### config.mk
export PLATFORM = sky130hd
export DESIGN_NAME = pci_cmd_mapper
export DESIGN_NICKNAME = d
export VERILOG_FILES = /design/src/rtl/pcm_pkg.sv /design/src/rtl/pcm_classify.sv /design/src/rtl/pcm_len_sel.sv /design/src/rtl/pcm_fsm.sv /design/src/rtl/pci_cmd_mapper.sv
export SDC_FILE = /design/constraint.sdc
export NUM_CORES = 1
export LEC_CHECK = 0
export ABC_AREA = 1
export ABC_CLOCK_PERIOD_IN_PS = 1700
export BUFFER_PORTS_ARGS = -buffer_cell sky130_fd_sc_hd__buf_2
export CAP_MARGIN = 20
export CORE_MARGIN = 2
export CORE_UTILIZATION = 38
export DETAILED_ROUTE_END_ITERATION = 8
export PLACE_DENSITY_LB_ADDON = 0.08
export SLEW_MARGIN = 20
export SYNTH_ARGS = -nofsm -noshare
export SYNTH_HDL_FRONTEND = slang
export SYNTH_SLANG_ARGS = --single-unit
### constraint.sdc
create_clock -name clk_i -period 1.7 [get_ports clk_i]
set_input_delay 0.085 -clock clk_i [delete_from_list [all_inputs] [get_ports clk_i]]
set_output_delay 0.085 -clock clk_i [all_outputs]
set_load 0.1 [all_outputs]
### src/rtl/pcm_pkg.sv
package pcm_pkg;
  typedef enum logic [3:0] {
    CMD_IO_RD   = 4'h2,
    CMD_IO_WR   = 4'h3,
    CMD_MEM_RD  = 4'h6,
    CMD_MEM_WR  = 4'h7,
    CMD_RD_MULT = 4'hC,
    CMD_RD_LINE = 4'hE,
    CMD_WR_INV  = 4'hF
  } pci_cmd_e;

  typedef enum logic [2:0] {
    K_NONE,
    K_SRD,
    K_BRD,
    K_SWR,
    K_BWR,
    K_BWR_INV
  } xact_kind_e;

  typedef enum logic [1:0] {
    ST_IDLE  = 2'd0,
    ST_ISSUE = 2'd1,
    ST_DONE  = 2'd2
  } fsm_state_e;
endpackage

### src/rtl/pcm_classify.sv
module pcm_classify
  import pcm_pkg::*;
#(
  parameter int LVL_W = 6
) (
  input  logic [3:0]       cmd_i,
  input  logic             prefetch_i,
  input  logic [LVL_W-1:0] wr_level_i,
  output xact_kind_e       kind_o
);
  logic multi_words;
  assign multi_words = (wr_level_i >= LVL_W'(2));

  always_comb begin
    kind_o = K_NONE;
    if (prefetch_i) begin
      unique case (cmd_i)
        CMD_MEM_RD,
        CMD_RD_LINE: kind_o = K_SRD;
        CMD_RD_MULT: kind_o = K_BRD;
        CMD_MEM_WR:  kind_o = multi_words ? K_BWR : K_SWR;
        CMD_WR_INV:  kind_o = K_BWR_INV;
        default:     kind_o = K_NONE;
      endcase
    end
  end
endmodule

### src/rtl/pcm_len_sel.sv
module pcm_len_sel
  import pcm_pkg::*;
#(
  parameter int LVL_W     = 6,
  parameter int MAX_BURST = 16,
  parameter int RD_BURST  = 8,
  parameter int LEN_W     = $clog2(MAX_BURST + 1)
) (
  input  xact_kind_e       kind_i,
  input  logic [LVL_W-1:0] wr_level_i,
  output logic [LEN_W-1:0] len_o
);
  localparam logic [LVL_W-1:0] LvlMax = LVL_W'(MAX_BURST);

  logic [LEN_W-1:0] clamped;

  always_comb begin
    if (wr_level_i > LvlMax)            clamped = LEN_W'(MAX_BURST);
    else if (wr_level_i < LVL_W'(2))    clamped = LEN_W'(2);
    else                                clamped = LEN_W'(wr_level_i);
  end

  always_comb begin
    unique case (kind_i)
      K_BRD:            len_o = LEN_W'(RD_BURST);
      K_BWR, K_BWR_INV: len_o = clamped;
      default:          len_o = LEN_W'(1);
    endcase
  end
endmodule

### src/rtl/pcm_fsm.sv
module pcm_fsm
  import pcm_pkg::*;
#(
  parameter int BE_W  = 4,
  parameter int LEN_W = 5
) (
  input  logic             clk_i,
  input  logic             rst_ni,
  input  logic             cmd_valid_i,
  input  xact_kind_e       kind_i,
  input  logic [BE_W-1:0]  be_i,
  input  logic [LEN_W-1:0] len_i,
  input  logic             req_ack_i,
  output logic             req_o,
  output logic             req_write_o,
  output logic             req_burst_o,
  output logic [BE_W-1:0]  req_be_o,
  output logic [LEN_W-1:0] req_len_o,
  output logic             done_o,
  output logic             unsup_o
);
  fsm_state_e       state_q, state_d;
  logic             write_q, burst_q, unsup_q;
  logic [BE_W-1:0]  be_q;
  logic [LEN_W-1:0] len_q;
  logic             accept, is_burst, is_write;

  assign accept   = (state_q == ST_IDLE) && cmd_valid_i;
  assign is_burst = (kind_i == K_BRD) || (kind_i == K_BWR) || (kind_i == K_BWR_INV);
  assign is_write = (kind_i == K_SWR) || (kind_i == K_BWR) || (kind_i == K_BWR_INV);

  always_comb begin
    state_d = state_q;
    unique case (state_q)
      ST_IDLE:  if (accept && kind_i != K_NONE) state_d = ST_ISSUE;
      ST_ISSUE: if (req_ack_i) state_d = ST_DONE;
      ST_DONE:  state_d = ST_IDLE;
      default:  state_d = ST_IDLE;
    endcase
  end

  always_ff @(posedge clk_i or negedge rst_ni) begin
    if (!rst_ni) begin
      state_q <= ST_IDLE;
      write_q <= 1'b0;
      burst_q <= 1'b0;
      be_q    <= '0;
      len_q   <= '0;
      unsup_q <= 1'b0;
    end else begin
      state_q <= state_d;
      unsup_q <= accept && (kind_i == K_NONE);
      if (accept && kind_i != K_NONE) begin
        write_q <= is_write;
        burst_q <= is_burst;
        be_q    <= is_burst ? {BE_W{1'b1}} : be_i;
        len_q   <= len_i;
      end
    end
  end

  assign req_o       = (state_q == ST_ISSUE);
  assign done_o      = (state_q == ST_DONE);
  assign unsup_o     = unsup_q;
  assign req_write_o = write_q;
  assign req_burst_o = burst_q;
  assign req_be_o    = be_q;
  assign req_len_o   = len_q;
endmodule

### src/rtl/pci_cmd_mapper.sv
module pci_cmd_mapper
  import pcm_pkg::*;
#(
  parameter int BE_W      = 4,
  parameter int LVL_W     = 6,
  parameter int MAX_BURST = 16,
  parameter int RD_BURST  = 8,
  parameter int LEN_W     = $clog2(MAX_BURST + 1)
) (
  input  logic             clk_i,
  input  logic             rst_ni,
  input  logic             cmd_valid_i,
  input  logic [3:0]       cmd_i,
  input  logic             prefetch_i,
  input  logic [LVL_W-1:0] wr_level_i,
  input  logic [BE_W-1:0]  be_i,
  input  logic             req_ack_i,
  output logic             req_o,
  output logic             req_write_o,
  output logic             req_burst_o,
  output logic [BE_W-1:0]  req_be_o,
  output logic [LEN_W-1:0] req_len_o,
  output logic             done_o,
  output logic             unsup_o
);
  xact_kind_e       kind;
  logic [LEN_W-1:0] len;

  pcm_classify #(.LVL_W(LVL_W)) i_classify (
    .cmd_i      (cmd_i),
    .prefetch_i (prefetch_i),
    .wr_level_i (wr_level_i),
    .kind_o     (kind)
  );

  pcm_len_sel #(
    .LVL_W(LVL_W), .MAX_BURST(MAX_BURST), .RD_BURST(RD_BURST), .LEN_W(LEN_W)
  ) i_len_sel (
    .kind_i     (kind),
    .wr_level_i (wr_level_i),
    .len_o      (len)
  );

  pcm_fsm #(.BE_W(BE_W), .LEN_W(LEN_W)) i_fsm (
    .clk_i       (clk_i),
    .rst_ni      (rst_ni),
    .cmd_valid_i (cmd_valid_i),
    .kind_i      (kind),
    .be_i        (be_i),
    .len_i       (len),
    .req_ack_i   (req_ack_i),
    .req_o       (req_o),
    .req_write_o (req_write_o),
    .req_burst_o (req_burst_o),
    .req_be_o    (req_be_o),
    .req_len_o   (req_len_o),
    .done_o      (done_o),
    .unsup_o     (unsup_o)
  );
endmodule

# Word-level counts from Yosys, hierarchy flattened
# Index checks and enable logic that the tools add are counted.
[classes]
n_reduce_logical = 13
magnitude_cmp = 3
eq_ne = 13
n_mux = 10
[ops]
columns = ["op", "count"]
rows = [
  ["4-bit equality test, second input constant", 3],
  ["3-bit one-hot mux with 4 select lines", 1],
  ["5-bit 2-to-1 mux", 2],
  ["5-bit one-hot mux with 2 select lines", 1],
  ["4-bit by 3-bit equality test with 1-bit output, second input constant", 2],
  ["3-bit by 2-bit equality test with 1-bit output, second input constant", 2],
  ["3-bit equality test, second input constant", 2],
  ["6-bit by 2-bit greater-or-equal comparator with 1-bit output, second input constant", 1],
  ["6-bit by 5-bit greater-than comparator with 1-bit output, second input constant", 1],
  ["6-bit by 2-bit less-than comparator with 1-bit output, second input constant", 1],
  ["3-bit 2-to-1 mux", 2],
  ["1-bit logical OR", 4],
  ["2-bit 2-to-1 mux", 2],
  ["4-bit 2-to-1 mux", 1],
  ["2-bit inequality test, second input constant", 2],
  ["2-bit one-hot mux with 2 select lines", 1],
  ["2-bit OR reduction", 2],
  ["1-bit logical AND", 3],
  ["3-bit logical NOT", 1],
  ["3-bit nonzero test", 1],
  ["2-bit by 1-bit equality test with 1-bit output, second input constant", 1],
  ["2-bit equality test, second input constant", 1],
  ["2-bit logical NOT", 1],
  ["2-bit AND reduction", 1],
]
[totals]
ff_bits = 14
output_inout_bits = 14
input_bits = 19

# Longest topological paths before layout
# Gate-level depths: netlist (run 1).
[depth]
word_depth = 8
mapped_depth = 10
mapped_depth_nobuf = 10

# Hierarchy
# From an unflattened synthesis (run 1), not the netlist that was laid out.
[hier_totals]
cells_unflattened = 133
area_unflattened_um2 = 907.1
[modules_own_cells]
columns = ["mod", "instances", "seq_area_each_um2", "area_per_inst_um2", "cells_per_inst"]
rows = [
  ["pcm_fsm", 1, 350.3, 675.6, 80],
  ["pcm_len_sel", 1, 0.0, 132.6, 31],
  ["pcm_classify", 1, 0.0, 98.8, 22],
]

# Least setup slack after synthesis (run 1)
# Ideal clock, no wire load.
[synth_path]
path_kind = "flip-flop to flip-flop"
startpoint = "register i_fsm.state_q[1]"
endpoint = "register i_fsm.state_q[0]"
setup_ns = 0.072
required_ns = 1.628
arrival_ns = 1.876
n_path_buf = 0
path_stages_with_launch = 4
slack_ns = -0.248
cell_sequence = "dfrtp_1 -> nor2_1 -> nand2_1 -> nand2_1"
[synth_via]
word_cells_on_any_way = 8
cone_classes = "3 x eq/ne; 1 x mux; 4 x reduce/logical"
[synth_rtl]
columns = ["item", "line", "source"]
rows = [
  ["start, declared", "pcm_fsm.sv:22", "fsm_state_e state_q, state_d;"],
  ["start signal, assigned", "pcm_fsm.sv:51", "state_q <= state_d;"],
  ["2-bit by 1-bit equality test with 1-bit output *", "n/a", ""],
  ["via req_o", "pci_cmd_mapper.sv:18", "output logic req_o,"],
  ["2-bit inequality test (no source line)", "n/a", ""],
  ["2-bit AND reduction (no source line)", "n/a", ""],
]
# The timed path passes the listed nets; every way through them passes the cells marked *.
# A chain may end at the register's enable or synchronous reset.

# Worst setup path in the final report (run 1)
[layout_path]
startpoint = "register i_fsm.state_q[0]"
endpoint = "output req_o"
[layout_via]
elab_chain_cells = 1
[layout_lines]
columns = ["item", "line", "source"]
rows = [
  ["2-bit by 1-bit equality test with 1-bit output", "pcm_fsm.sv:62", "assign req_o = (state_q == ST_ISSUE);"],
  ["end, declared", "pci_cmd_mapper.sv:18", ""],
]
# No other way between the ends.

==> results.md, run 1 <==
Yosys:
- The synthesized design devotes to its leading area cell type 45.53% of total area.
- In the post-synthesis netlist, the biggest area contributors are dfrtp_1 46%, nand2_1 11%, nand2_2 7.3%.
- The share of flip-flops with an asynchronous set or reset is 100.0%.
- The biggest area consumer among synthesized cells is dfrtp_1.
- The unique cell type count in the Yosys netlist is 17.
- Averaged over all synthesized cells, the footprint is 8.456 um2.
- Ranked by instance count, the synthesized netlist is headed by 22 x nand2_1, 14 x dfrtp_1, 14 x inv_1.
- The number of standard cells after synthesis is 91.
- In this run, synthesis produced a sequential element count of 14.
- In this run the cell area of the synthesized design comes to 769.5 um2.
- The most used flip-flop cell after synthesis is dfrtp_1.
- Synthesis produced a netlist with a net count of 110.
- The Yosys step of the flow raised 0 warnings.
- The cell with the most instances after synthesis is nand2_1.
- The proportion of synthesized chip area in sequential cells is 45.53%.
- The synthesized design contains 0 enable-type register cells.

Setup path:
- The worst setup path is captured at a primary output.
- STA puts the critical path data required time at 1.62 ns.
- The critical path arrival is 1.24 ns.
- The critical path class is reg2out.
- The critical-path maximum fanout is 3.
- The startpoint type of the worst setup path is a flip-flop.
- The launching point of the worst reg2reg path is i_fsm.state_q[1].
- The launching instance or port of the critical path is i_fsm.state_q[0].

Power and ir drop:
- The static power due to leakage is 0.0006314 uW.
- Across the VDD grid, the largest voltage drop is 741.1 uV.
- For this design the ratio of total power to cell area is 990.9 nW/um2.

Floorplanning:
- The chip height is 49 um.
- The number of I/O pins is 33.
- In this run the core area contains 16 standard-cell rows.
- Once the floorplan was initialized, standard cells occupied 39.63% of the core.
- The x dimension of the die is 49 um.
- The die outline area is 2401 um2.
- The floorplan step defined a core boundary enclosing 1942 um2.

Layout:
- At the end of the flow the core is filled with cells to 50.97%.
- The signed area change from the synthesized netlist to the final layout is 28.62%.
- The proportion of layout cells with a drive suffix above 1 is 45.24%.
- The number of antenna diodes in the final layout is 0.
- The final-stage net count is 147.
- The final cell count without fillers is 153.
- With fillers left out, the area of the finished cells amounts to 989.7 um2.

Global route:
- The met2 track demand over resource in global routing is 25.57%.
- The global-route wire length before repair is 2787 um.
- The number of global-route vias before repair was 689.
- The met1 global-route usage is 18.11%.
- The total congestion overflow is 0.
- The pin count of the biggest net entering global routing is 15.
- The all-layer global routing usage is 14.96%.
- The number of antenna violations at the first check in global routing came to 0.
- The fraction of met3 tracks used by global routing is 5.521%.
- The global routing's busiest layer is met2.

Placement:
- The congestion estimate from routability-driven global placement came to 0.7900.
- The detailed-placement wirelength estimate is 1239 um.
- In this run, placement finished with an instance count of 149.
- In this run the tool buffered the top-level ports with 32 buffer cells.
- The placed instances occupy a cell area of 957.2 um2.

Detailed routing:
- The total detailed-routing wirelength is 1501 um.
- For this block, the initial DRC count from the detailed router was 10.
- The detail-routed via count per cell is 4.431.
- The detailed-route via count is 678.
- The detail route stage leaves a number of antenna-violating nets equal to 0.
- The count of unresolved DRC violations after routing is 0.
- After detailed routing, the average wire length per cell comes to 9.810 um.
- The number of detailed-routing iterations run before antenna repair is 4.

CTS:
- The clock network latency to the later pin of the worst-skew pair is 0.27 ns.
- CTS built an H-tree with a depth of 1.
- The total CTS buffers is 3.
- The clock transition at the register clock pins on the worst setup and hold paths after CTS is 0.08 ns.
- Clock tree synthesis found a total of 14 sinks.
- TritonCTS built the clock tree.
- The clock tree root driver cell is clkbuf_4.
- The clock passes through at most 2 buffers.

STA:
- The maximum clock frequency is 756.0 MHz.
- The setup-violating endpoint count in the final report is 0.
- The final number of hold-violating endpoints is 0.
- On the final layout, the worst clock skew is 0.002119 ns.
- The post-route minimum period is 1.323 ns.
- Setup repair after global routing left no endpoint under its margin.
- The final critical-path share of the clock period is 77.81%.
- The count of final max-slew check failures is 0.
- For the pin with the worst max-slew slack, the measured transition is 0.4847 ns.
- The setup total negative slack is 0 ns.
- The worst pin sits at a relative slew slack of 67.91%.

Outcome:
- The flow ran to the end, and the final reports show no timing, DRC or antenna violations.

Hold path:
- The startpoint identified for the worst hold timing path is be_i[0].
- The worst hold path belongs to the class in2reg.

Job:
- Max-cap violations in this run came to 0.
per-layer routing:
layer	vias up	part of all wire (%)
met2	17	47
met1	304	47
met5	-	0
met3	2	5.6
met4	0	0.67
li1	355	-
flip-flops by register name, indices dropped and copies added, names as in the netlist:
name	flops
i_fsm.req_burst_o	1
i_fsm.req_len_o	5
i_fsm.req_write_o	1
i_fsm.req_be_o	4
i_fsm.state_q	2
i_fsm.unsup_o	1
cell type report:
class                   instances  area, um2
clock buffers                   3      22.52
fillers                       213      952.2
inverters                      15      58.81
multi-input cells              61      354.1
flip-flops and latches         14      350.3
well taps                      27      33.78
repair buffers                 33      170.2
kinds of logic after synthesis:
logic type      after synthesis  share of synthesized area [%]
flops                        14                          45.53
simple gates                 58                          42.60
compound gates                3                          2.764
buf+inv                      16                          9.106
per-stage QoR:
stage	setup WS (ns)	power (uW)	hold WS (ns)
6_report	0.3772	980.7	0.03473
5_1_grt	0.2914	1033	0.01768
4_1_cts	0.3538	998.2	0.02342
3_5_place_dp	0.4525	811.7	0.001992
3_3_place_gp	0.4782	811.9	-0.005695
2_1_floorplan	0.2257	730.8	-0.2106
where the power goes:
part           total [uW]  internal (uW)  switching (uW)
clock                 177           82.0            95.5
sequential            387            367            20.3
combinational         416           74.8             341
worst paths after layout:
| path | cells past startpoint | end | slack, ns |
|---|---|---|---|
| worst max-delay path | 3 | req_o | 0.38 |
| worst min-delay path | 3 | i_fsm.req_be_o[0] | 0.03 |
| worst max register to register | 7 | i_fsm.req_len_o[0] | 0.46 |
| worst min register to register | 1 | i_fsm.state_q[1] | 0.48 |
| max in group asynchronous | 2 | i_fsm.req_be_o[0] | 1.23 |
| min in group asynchronous | 2 | i_fsm.req_len_o[4] | 0.23 |
layout by cell type, fill, tap and decap left out, drive strengths merged:
master,synthesis,routed
nand2,33,33
buf,1,32
inv,15,15
dfrtp,14,14
nor2,11,11
nand3,7,7
nand4,5,5
clkbuf,0,3
o21ai,2,2
nor3b,1,1
nor3,1,1
a21boi,1,1
dlygate4sd3,0,1
what timing repair did:
item	in CTS	in global routing
setup endpoints to repair	0	0
setup buffers	0	0
resized for setup	0	0
hold buffers	1	0
endpoints found under the hold margin	14	0
critical path, cell delays in order (launching register included):
cell and delay [ns]:
dfrtp_1 0.36, inv_1 0.08, nor2_2 0.09, buf_2 0.43
No activity file was read; power rests on OpenSTA's default activity.
==> run 2, diff against run 1 <==
ABC_CLOCK_PERIOD_IN_PS = 1110   (was 1700)
clock period = 1.11 ns   (was 1.7 ns; I/O delays follow)
==> results.md, run 2 (synthesis gave the netlist of run 1 again) <==
Global route:
- The fraction of met3 tracks used by global routing is 5.828% (+0.31 points).
- The number of antenna violations at the first check in global routing came to 0 (unchanged).
- The met1 global-route usage is 19.18% (+1.1 points).
- The pin count of the biggest net entering global routing was 15 (unchanged).
- The global-route wire length before repair came to 3111 um (+12%).
- met2 is the most crowded layer.
- The met2 track demand over resource in global routing is 30.14% (+4.6 points).
- The number of global-route vias before repair came to 738 (+7.1%).
- The total congestion overflow is 0 (unchanged).
- The all-layer global routing usage came to 16.70% (+1.7 points).

Layout:
- The number of flip-flops under the largest register name is 5 (unchanged).
- The signed area change from the synthesized netlist to the final layout is 74.31%.
- The diode insertion count for antenna repair is 0 (unchanged).
- The proportion of layout cells with a drive suffix above 1 is 53.62% (+8.4 points).
- Leaving out fill and tap cells, the most frequent cells in the layout are 18 x nand2_1, 18 x buf_2, 13 x nand2_2, 13 x buf_12.
- The number of fill cells in the layout is 158 (-26%).
- The final-stage net count was 158 (+7.5%).

Setup path:
- The signal on the critical path passes through inv_2 -> buf_6 -> nand3_4 -> nor2_8 -> nand2_4 -> nor2_1 -> nor2_1.
- The critical path arrival was 1.39 ns (+0.15 ns).
- The library cell contributing the largest single delay on the critical path is dfrtp_1.
- The worst setup path is launched from a flip-flop.
- The critical path is of the reg2reg type.
- The largest stage delay on the critical path is 0.40 ns (-0.03 ns).
- The most numerous cell type found on the critical path is nor2_1.
- The endpoint type of the worst setup path is a flip-flop.
- The required time of the critical path is 1.29 ns (-0.33 ns).
- The critical-path maximum fanout is 7 (+4).

Floorplanning:
- The chip height is 49 um (unchanged).
- The number of I/O pins was 33 (unchanged).
- The placeable core region came to 1942 um2 (unchanged).
- The die outline area is 2401 um2 (unchanged).
- The x dimension of the die is 49 um (unchanged).
- The effective utilization at floorplan is 39.63% (unchanged).
- The number of core rows is 16 (unchanged).

STA:
- Based on the critical path, the design can be clocked at up to 825.5 MHz.
- Setup repair after global routing could not meet its margin everywhere.
- The final critical-path share of the clock period is 109.1%.
- The clock skew is 0.003703 ns (+0.001584 ns).
- The worst slew slack as a fraction of its limit was 79.68% (+12 points).
- The count of final max-slew check failures is 0 (unchanged).
- The worst setup margin was -0.1014 ns (-0.4786 ns).
- The hold slack is 0.004961 ns (-0.02977 ns).
- The final number of hold-violating endpoints is 0 (unchanged).
- The setup-violating endpoint count in the final report is 13 (+13).
- The post-route minimum period is 1.211 ns.
- The transition time at the pin with the least slew margin is 0.3049 ns (-0.1798 ns).

CTS:
- TritonCTS built the clock tree.
- The maximum clock path buffer count is 2 (unchanged).
- The clock tree root driver cell is clkbuf_4.
- The total CTS buffers was 3 (unchanged).
- The count of H-tree levels built during CTS is 1 (unchanged).
- The number of sinks handled by clock tree synthesis is 14 (unchanged).
- The clock network latency to the later pin of the worst-skew pair was 0.28 ns (about the same).
- The clock transition at the register clock pins on the worst setup and hold paths after CTS is 0.08 ns (about the same).

Detailed routing:
- The total detailed-routing wirelength is 1792 um (+19%).
- The detail-routed via count per cell is 4.485 (+1.2%).
- The initial detailed-routing violation count is 7 (-3).
- The detailed-route via count is 740 (+9.1%).
- The detail-routed net length per standard cell is 10.86 um (+11%).
- The count of unresolved DRC violations after routing came to 0 (unchanged).
- The remaining antenna violation count after routing came to 0 (unchanged).
- The number of detailed-routing iterations run before antenna repair came to 4 (unchanged).

Power and ir drop:
- The overall power consumption came to 1840 uW (+88%).
- The static power due to leakage is 0.0007481 uW (+18%).
- The power density of the placed cells is 1372 nW/um2 (+38%).
- The maximum ir drop on the vdd rail is 1281 uV (+73%).

Hold path:
- The classification of the worst-slack hold path is in2reg.

Placement:
- The number of buffers added on ports is 32 (unchanged).
- The detailed-placement wirelength estimate was 1320 um (+6.5%).
- The final weighted congestion of routability-driven global placement was 0.8496 (+7.5%).
- The worst-case setup slack after placement is 0.04568 ns (-0.4068 ns).

Outcome:
- The run finished, with violations left.
- The final reports fail on negative setup slack.

Job:
- The number of max-cap violations is 0 (unchanged).
==> run 2: per-stage QoR <==
step                setup TNS [ns]  instance area, um2  cells  utilization (%)
finish                     -0.6985                1341    165            69.07
global route                -1.604                1341    165            69.07
CTS                        -0.4887                1309    164            67.40
detailed placement               0                1210    154            62.31
global placement                 0                1210    154            62.31
floorplan                  -0.7993               794.5     91                -
==> run 2: path summary, 6_finish.rpt <==
kind	from	end	slack (ns)	cells past startpoint
worst min register to register	i_fsm.req_len_o[3]	i_fsm.req_len_o[3]	0.54	2
worst max-delay path	i_fsm.state_q[0]	i_fsm.req_len_o[0]	-0.10	7
max in group asynchronous	rst_ni	i_fsm.req_len_o[0]	0.67	2
worst min-delay path	be_i[3]	i_fsm.req_be_o[3]	0.005	3
worst max register to register	i_fsm.state_q[0]	i_fsm.req_len_o[0]	-0.10	7
min in group asynchronous	rst_ni	i_fsm.unsup_o	0.18	2
==> run 2: critical path: cells and delay by family (launching register included) <==
kind,cells,cell delay (ns)
simple gates,5,0.53
flops,1,0.40
buf+inv,2,0.18
==> run 2: report_power, final <==
part	switching (uW)	internal, uW	total [uW]
logic	546	309	855
registers	60.3	563	623
clock network	163	200	362
==> run 2: layer usage <==
layer  share of wire, %  up-vias
met4                  0        0
met3                5.1        0
met1                 40      346
li1                   -      376
met2                 55       18
met5                  0        -
==> run 2: final cells by class <==
type / count / area, um2 / share of cell area (%)
Tap cell: 27 / 33.78 / 2.519
Timing Repair Buffer: 44 / 473.0 / 35.26
Inverter: 15 / 63.81 / 4.757
Multi-Input combinational cell: 61 / 381.6 / 28.45
Clock buffer: 4 / 36.28 / 2.705
Sequential cell: 14 / 352.8 / 26.31
==> run 2: what timing repair did <==
action / CTS / global route
resized for setup: 2 / 9
endpoints found under the setup margin: 2 / 15
pin swaps: 2 / 1
buffers inserted: 2 / 1
hold buffers: 4 / 0
hold endpoints to repair: 17 / 0
==> run 3, diff against run 2 <==
CORE_ASPECT_RATIO = 1.25   (was not set)
GPL_TIMING_DRIVEN = 0   (was not set)
==> results.md, run 3 (synthesis gave the netlist of run 1 again) <==
STA:
- The final number of hold-violating endpoints is 0 (unchanged).
- The final critical-path share of the clock period is 107.2% (-2.0 points).
- The worst setup margin is -0.07941 ns (+0.02195 ns).
- The transition time at the pin with the least slew margin is 0.3126 ns (+0.007717 ns).
- The count of final max-slew check failures is 0 (unchanged).
- The maximum clock frequency was 840.8 MHz (+1.8%).
- Setup repair after global routing could not meet its margin everywhere.
- The worst slew slack as a fraction of its limit is 79.16% (-0.51 points).
- The clock skew is 0.002844 ns (-0.0008585 ns).
- The post-route minimum period was 1.189 ns (-0.02195 ns).
- The setup-violating endpoint count in the final report is 13 (unchanged).
- The hold slack is 0.009084 ns (+0.004123 ns).

Detailed routing:
- The detail-routed net length per standard cell is 11.39 um (+4.9%).
- The detail-routed via count per cell was 4.731 (+5.5%).
- The remaining antenna violation count after routing is 0 (unchanged).
- The number of detailed-routing iterations run before antenna repair is 3 (-1).
- The detailed-route via count is 757 (+2.3%).
- The initial detailed-routing violation count is 1 (-6).
- The total detailed-routing wirelength was 1822 um (+1.7%).
- The count of unresolved DRC violations after routing is 0 (unchanged).

CTS:
- The clock network latency to the later pin of the worst-skew pair came to 0.27 ns (about the same).
- The clock transition at the register clock pins on the worst setup and hold paths after CTS is 0.09 ns (about the same).
- The number of sinks handled by clock tree synthesis is 14 (unchanged).
- The count of H-tree levels built during CTS is 1 (unchanged).
- TritonCTS built the clock tree.
- The total CTS buffers is 3 (unchanged).
- The clock tree root driver cell is clkbuf_4.
- The maximum clock path buffer count is 2 (unchanged).

Global route:
- The total congestion overflow is 0 (unchanged).
- The global-route wire length before repair is 3160 um (+1.6%).
- The number of antenna violations at the first check in global routing is 0 (unchanged).
- The all-layer global routing usage is 18.37% (+1.7 points).
- The pin count of the biggest net entering global routing is 15 (unchanged).
- The number of global-route vias before repair came to 799 (+8.3%).

Floorplanning:
- The number of core rows came to 18 (+2).
- The effective utilization at floorplan came to 39.73% (+0.10 points).
- The die outline area is 2403 um2 (about the same).
- The chip height came to 54.31 um (+11%).
- The placeable core region is 1937 um2 (-0.26%).
- The number of I/O pins was 33 (unchanged).
- The x dimension of the die is 44.25 um (-9.7%).

Layout:
- The diode insertion count for antenna repair is 0 (unchanged).
- The final cell area excluding filler cells is 1256 um2 (-6.3%).
- The proportion of layout cells with a drive suffix above 1 is 55.71% (+2.1 points).
- The signed area change from the synthesized netlist to the final layout is 63.25%.
- In the layout the commonest cells are 19 x nand2_1, 18 x buf_2, 14 x buf_4.
- The number of flip-flops under the largest register name is 5 (unchanged).
- The final-stage net count is 160 (+1.3%).
- The library cell used most frequently in the layout, excluding fill and tap cells, is nand2_1.

Setup path:
- The required time of the critical path is 1.05 ns (-0.24 ns).
- The critical path class is reg2out.
- The critical path arrival is 1.13 ns (-0.26 ns).
- The critical-path maximum fanout is 3 (-4).
- The worst setup path is launched from a flip-flop.
- The endpoint type of the worst setup path is a primary output.
- The minimum setup slack among reg-to-reg paths came to -0.07 ns (+0.03 ns).

Placement:
- The number of buffers added on ports is 32 (unchanged).
- The final weighted congestion of routability-driven global placement is 0.6989 (-18%).
- The detailed-placement wirelength estimate was 1240 um (-6.0%).
- The instance area at placement is 979.7 um2 (-19%).

Power and ir drop:
- The maximum ir drop on the vdd rail is 526.1 uV (-59%).
- The static power due to leakage is 0.0007155 uW (-4.4%).
- The power density of the placed cells came to 1354 nW/um2 (-1.3%).

Job:
- The number of max-cap violations is 0 (unchanged).

Outcome:
- The run finished, with violations left.
- The checks that failed: negative setup slack.

Hold path:
- The classification of the worst-slack hold path is in2reg.
[run 3: repair_timing]
| item | 4_1_cts | 5_1_grt |
|---|---|---|
| setup buffers | 8 | 1 |
| pin swaps | 8 | 3 |
| hold buffers | 3 | 0 |
| gates resized for setup | 32 | 3 |
| cloned | 1 | 0 |
| endpoints found under the setup margin | 25 | 15 |
| endpoints found under the hold margin | 16 | 0 |
[run 3: worst paths after layout]
path / from / to / cells after the start
hold / removal: be_i[1] / i_fsm.req_be_o[1] / 3
min in group asynchronous: rst_ni / i_fsm.req_be_o[1] / 2
setup / recovery: i_fsm.state_q[0] / req_o / 4
setup reg to reg: i_fsm.state_q[0] / i_fsm.req_len_o[0] / 7
hold reg to reg: i_fsm.req_len_o[3] / i_fsm.req_len_o[3] / 2
max in group asynchronous: rst_ni / i_fsm.req_len_o[0] / 2
[run 3: power breakdown]
group / internal, uW / switching, uW
Clock: 199 / 162
Sequential: 563 / 35.9
Combinational: 198 / 543
[run 3: final cells by class]
type | count | area, um2
fill | 175 | 680.7
multi-input combinational | 61 | 400.4
timing repair buffer | 45 | 367.9
sequential | 14 | 352.8
inverter | 15 | 58.81
clock buffer | 4 | 36.28
tap | 20 | 25.02
buffer | 1 | 15.01
[run 3: layer usage]
metal	part of all wire, %	global-route usage (%)	vias to the layer above	wire length [um]
met5	0	0	-	0
li1	-	-	382	-
met1	37	17.62	349	681
met2	56	36.52	24	1021
met4	1.5	11.11	0	27
met3	5.0	2.310	2	91
[run 3: worst max-delay path: stages, from the launching register on]
cell	delay (ns)
dfrtp_1	0.38
inv_2	0.08
buf_6	0.12
nor2_4	0.10
buf_12	0.18
[run 3: through the flow]
step           setup slack (ns)  TNS [ns]  util (%)  cells  power [uW]
2_1_floorplan          -0.08788   -0.7993         -     91        1128
3_3_place_gp            -0.1564    -1.556     50.58    143        1245
3_5_place_dp            -0.1775    -1.819     50.58    143        1254
4_1_cts                 -0.1076    -1.036     63.89    159        1710
5_1_grt                 -0.1594    -1.589     64.86    160        1780
6_report               -0.07941   -0.6719     64.86    160        1701
